==> src/rtl/booth_pkg.sv <==
package booth_pkg;

  // Action chosen by one radix-2 recoding step.
  typedef enum logic [1:0] {
    BOOTH_SKIP = 2'd0,
    BOOTH_ADD  = 2'd1,
    BOOTH_SUB  = 2'd2
  } booth_op_e;

endpackage

==> src/rtl/booth_recoder.sv <==
module booth_recoder
  import booth_pkg::*;
(
  input  logic      cur_bit,
  input  logic      prev_bit,
  output booth_op_e op
);

  // Pair {current, previous}: 10 starts a run of ones (subtract),
  // 01 ends a run (add), 00 and 11 are inside a run or outside one.
  always_comb begin
    unique case ({cur_bit, prev_bit})
      2'b10:   op = BOOTH_SUB;
      2'b01:   op = BOOTH_ADD;
      default: op = BOOTH_SKIP;
    endcase
  end

endmodule

==> src/rtl/booth_addsub.sv <==
module booth_addsub
  import booth_pkg::*;
#(
  parameter int WIDTH = 8,
  localparam int AW = WIDTH + 1
) (
  input  logic [AW-1:0]    acc,
  input  logic [WIDTH-1:0] mcand,
  input  booth_op_e        op,
  output logic [AW-1:0]    sum
);

  logic [AW-1:0] mcand_ext;

  // One guard bit keeps the subtraction of the most negative value exact.
  assign mcand_ext = {mcand[WIDTH-1], mcand};

  always_comb begin
    unique case (op)
      BOOTH_ADD: sum = acc + mcand_ext;
      BOOTH_SUB: sum = acc + ~mcand_ext + AW'(1);
      default:   sum = acc;
    endcase
  end

endmodule

==> src/rtl/booth_step_ctr.sv <==
module booth_step_ctr #(
  parameter int STEPS = 8,
  localparam int CW = $clog2(STEPS + 1)
) (
  input  logic clk,
  input  logic rst,
  input  logic load,
  input  logic step,
  output logic last
);

  logic [CW-1:0] count_q;

  always_ff @(posedge clk) begin
    if (rst) begin
      count_q <= '0;
    end else if (load) begin
      count_q <= '0;
    end else if (step) begin
      count_q <= count_q + CW'(1);
    end
  end

  assign last = (count_q == CW'(STEPS - 1));

endmodule

==> src/rtl/booth_seq_mult.sv <==
module booth_seq_mult
  import booth_pkg::*;
#(
  parameter int WIDTH = 8,
  localparam int AW = WIDTH + 1,
  localparam int PW = 2 * WIDTH
) (
  input  logic             clk,
  input  logic             rst,
  input  logic             in_valid,
  output logic             in_ready,
  input  logic [WIDTH-1:0] multiplicand,
  input  logic [WIDTH-1:0] multiplier,
  output logic             done,
  output logic [PW-1:0]    product
);

  logic             busy_q;
  logic [AW-1:0]    acc_q;
  logic [WIDTH-1:0] mq_q;
  logic             guard_q;
  logic [WIDTH-1:0] mcand_q;
  logic             done_q;
  logic [PW-1:0]    prod_q;

  booth_op_e        step_op;
  logic [AW-1:0]    acc_sum;
  logic [AW-1:0]    acc_shift;
  logic [WIDTH-1:0] mq_shift;
  logic             accept;
  logic             last_step;

  assign accept = in_valid && !busy_q;

  booth_recoder u_recoder (
    .cur_bit  (mq_q[0]),
    .prev_bit (guard_q),
    .op       (step_op)
  );

  booth_addsub #(.WIDTH(WIDTH)) u_addsub (
    .acc   (acc_q),
    .mcand (mcand_q),
    .op    (step_op),
    .sum   (acc_sum)
  );

  booth_step_ctr #(.STEPS(WIDTH)) u_ctr (
    .clk  (clk),
    .rst  (rst),
    .load (accept),
    .step (busy_q),
    .last (last_step)
  );

  // Arithmetic right shift across accumulator, multiplier and guard bit.
  assign acc_shift = {acc_sum[AW-1], acc_sum[AW-1:1]};
  assign mq_shift  = {acc_sum[0], mq_q[WIDTH-1:1]};

  always_ff @(posedge clk) begin
    if (rst) begin
      busy_q  <= 1'b0;
      acc_q   <= '0;
      mq_q    <= '0;
      guard_q <= 1'b0;
      mcand_q <= '0;
      done_q  <= 1'b0;
      prod_q  <= '0;
    end else begin
      done_q <= 1'b0;
      if (accept) begin
        busy_q  <= 1'b1;
        acc_q   <= '0;
        mq_q    <= multiplier;
        guard_q <= 1'b0;
        mcand_q <= multiplicand;
      end else if (busy_q) begin
        acc_q   <= acc_shift;
        mq_q    <= mq_shift;
        guard_q <= mq_q[0];
        if (last_step) begin
          busy_q <= 1'b0;
          done_q <= 1'b1;
          prod_q <= {acc_shift[WIDTH-1:0], mq_shift};
        end
      end
    end
  end

  assign in_ready = !busy_q;
  assign done     = done_q;
  assign product  = prod_q;

endmodule

==> config.mk <==
export PLATFORM = sky130hd
export DESIGN_NAME = booth_seq_mult
export DESIGN_NICKNAME = d
export VERILOG_FILES = /design/src/rtl/booth_pkg.sv /design/src/rtl/booth_recoder.sv /design/src/rtl/booth_addsub.sv /design/src/rtl/booth_step_ctr.sv /design/src/rtl/booth_seq_mult.sv
export SDC_FILE = /design/constraint.sdc
export NUM_CORES = 1
export LEC_CHECK = 0
export ABC_AREA = 1
export CORE_MARGIN = 3
export CORE_UTILIZATION = 40
export CTS_BUF_LIST = sky130_fd_sc_hd__clkbuf_16
export DETAILED_ROUTE_END_ITERATION = 10
export GPL_ROUTABILITY_DRIVEN = 0
export GPL_TIMING_DRIVEN = 0
export HOLD_SLACK_MARGIN = 0.03
export PLACE_DENSITY_LB_ADDON = 0.25
export SYNTH_ARGS = -nofsm -noshare
export SYNTH_HDL_FRONTEND = slang
export SYNTH_HIERARCHICAL = 1
export SYNTH_SLANG_ARGS = --single-unit
export TNS_END_PERCENT = 20
==> constraint.sdc <==
create_clock -name clk -period 2.5 [get_ports clk]
set_clock_uncertainty 0.05 [all_clocks]
set_input_delay 0.5 -clock clk [delete_from_list [all_inputs] [get_ports clk]]
set_output_delay 0.5 -clock clk [all_outputs]
set_load 0.02 [all_outputs]
==> reports/metrics.csv <==
stage,metric,value,unit
clock_network,Num CTS Buffers,5,
global_route,number of global-route vias before repair,2508,
clock_network,clock sinks,47,
status,status,"finished, final reports clean",
setup_path,Worst EP required,1.95,ns
setup_path,crit-path max cell delay,0.63,ns
die,Rows,29,
power_and_ir_drop,VDD IR max,0.000336,V
finish,area of the multi-input gates,1590,um2
finish,filler instances,725,
synth,Yosys top cell by area,dfxtp_1,
synth,#FFs+latches synth,47,
synth,Mapped Nets,475,
setup_path,crit path kind,reg2out,
setup_path,CP max FO,10,
sta,hold slack,0.417,ns
finish,n_diodes,0,
die,core footprint,6600,um2
flow_run,Max-cap violations,0,
global_route,first-pass GRT wire length,11500,um
clock_network,clock root cell,clkbuf_16,
synth,Cells after Synth,435,
die,chip height,90.0,um
finish,register area,941,um2
setup_path,Critical-path top delay cell,clkdlybuf4s50_1,
routing,Vias,2783,
sta,Final Critical Period,2.34,ns
power_and_ir_drop,switching power total,0.469,mW
routing,mean routed wirelength per cell,11.5,um
hold_path,Worst Hold Class,reg2reg,
die,DIE AREA,8100,um2
routing,Post-DRT Antenna Nets,0,
placement,HPWL after DPL,5040,um
synth,"Avg Cell Area, Syn",6.49,um2
global_route,GRT Overall Usage,0.168,
routing,post-route DRC violation count,0,
setup_path,"Buf+Inv Stages, Crit Path",3,
global_route,grt ovf,0,
power_and_ir_drop,combinational share of power,0.159,
synth,Ys Warns,6,
sta,Slew headroom,0.708,
finish,layout cells sized above 1,0.0711,
clock_network,Post-CTS Setup Bufs,0,
finish,Final Util,0.519,
finish,final cell count without fillers,571,
die,DIE WIDTH,90.0,um
sta,Final Setup Violations,0,
placement,Placement Setup Slack,0.465,ns
sta,final worst slack,0.163,ns
routing,DRT Pass-1 Iters,5,
synth,"Seq/Total Area, Yosys",0.333,
setup_path,crit path cell chain,inv_2 -> buf_2 -> clkdlybuf4s50_1,
placement,placed instance area,3290,um2
sta,fmax,0.428,GHz
global_route,initial antenna violation count,0,
placement,I/O Buffers,35,
placement,placed cell count,563,
finish,Post-layout nets,517,
sta,Final Cycle Share,0.935,
finish,Layout Area Growth over Synthesis,21.6,%
routing,1st-iter DRT viols,156,
clock_network,worst skew pair latency,0.28,ns
synth,post-synthesis instance area,2820,um2
power_and_ir_drop,pwr dens,500,nW/um2
die,# IOs,37,
die,Starting Density,0.427,
clock_network,hold buffer count at CTS,0,
setup_path,Startpoint Class,flop,
synth,Synth cell types,26,
sta,setup TNS,0,ns
clock_network,H-tree depth,2,
clock_network,clock transition at the registers of the reported paths,0.06,ns
clock_network,post_cts resized,0,
routing,Vias per Instance,4.87,
finish,"commonest non-fill, non-tap cell in the layout",nand2_1,
routing,drt total wl,6570,um
setup_path,Worst EP arrival,1.79,ns
power_and_ir_drop,switching share of total power,0.274,
sta,RSZ-0062 raised after global routing,no,
clock_network,maximum clock path buffer count,2,
setup_path,family with the most delay on the worst path,buffers and inverters,
power_and_ir_drop,clock share of power,0.376,
sta,"Slew Viols, Final",0,
synth,top-area cell type share of the netlist area,0.333,
sta,Final Hold Viols,0,
global_route,pin count of the biggest net entering global routing,15,
sta,Worst Max-Slew Pin Slew,0.438,ns
finish,most frequent cells in the layout,"nand2_1 (151), nand3_1 (58), dfxtp_1 (47)",
setup_path,Crit. End Element,output port,
power_and_ir_drop,Pleak,1.69,nW
power_and_ir_drop,internal power,1.24,mW
finish,cell area after layout,3430,um2
power_and_ir_drop,"Power, Total",1.71,mW
clock_network,CTS tree,yes,
synth,largest cells by area after synthesis,"dfxtp_1 (33%), nand2_1 (20%), nand3_1 (10%)",
power_and_ir_drop,sequential share of power,0.465,
## power groups by stage
| stage | Sequential, mW | Clock [mW] | Combinational [mW] |
|---|---|---|---|
| detailed placement | 0.814 | 0 | 0.269 |
| global placement | 0.813 | 0 | 0.263 |
| global route | 0.801 | 0.692 | 0.309 |
| CTS | 0.797 | 0.661 | 0.271 |
| finish | 0.797 | 0.644 | 0.272 |
| floorplan | 0.806 | 0 | 0.194 |
## kinds of logic (layout without fill, tap and decap cells)
logic type,after synthesis,after routing,synth area share
AOI/OAI and AO/OA,43,43,0.0798
xor gates and xnor gates,1,1,0.00310
adders and majority gates,21,21,0.0984
buffers and inverters,66,109,0.103
DFF,47,47,0.333
and+or+nand+nor,257,257,0.382
## flip-flops by register name, summed over array words and instances (netlist names)
signal,count
busy_q,1
acc_q,8
done,1
mcand_q,8
mq_q,8
product,16
u_ctr/count_q,4
guard_q,1
## cell usage after synthesis
cell	number
a21oi_1	22
nor2_1	38
or2_1	1
inv_2	9
nand2_4	1
nand2_2	2
nand2_1	151
clkbuf_1	2
a21oi_2	1
o21ai_0	16
inv_1	43
ha_1	19
nor2_4	1
buf_6	3
nand3_1	58
or2_4	1
o21bai_1	1
buf_2	5
nand4_1	1
buf_4	4
a31oi_1	3
nor2_2	1
nand3b_1	2
dfxtp_1	47
xnor2_1	1
fa_1	2
## per-layer routing
metal	track usage	up-vias	routed length (um)
li1	-	1455	-
met3	0.0301	10	339
met4	0.0599	0	86
met1	0.228	1250	3180
met5	0	-	0
met2	0.269	68	2970
## final timing paths
| path | cells after the start | startpoint | to | slack (ns) |
|---|---|---|---|---|
| min reg2reg | 2 | product[11]$_SDFFE_PP0P_ | product[11]$_SDFFE_PP0P_ | 0.42 |
| min | 2 | product[11]$_SDFFE_PP0P_ | product[11]$_SDFFE_PP0P_ | 0.42 |
| max reg2reg | 14 | mcand_q[0]$_SDFFE_PP0P_ | acc_q[7]$_SDFFE_PP0P_ | 0.46 |
| max | 3 | busy_q$_SDFF_PP0_ | in_ready | 0.16 |
## final cells by class
cell class              instances  share of cell area
clock inverters                 3             0.00474
plain buffers                  14              0.0281
multi-input cells             322               0.463
well taps                      93              0.0339
inverters                      52              0.0569
repair buffers                 35               0.102
flip-flops and latches         47               0.274
clock buffers                   5              0.0365
## worst min-delay path: stages, from the launching register on
cell and delay [ns]:
dfxtp_1 0.31, nand3_1 0.07, nand2_1 0.05
No activity file was read; power rests on OpenSTA's default activity.
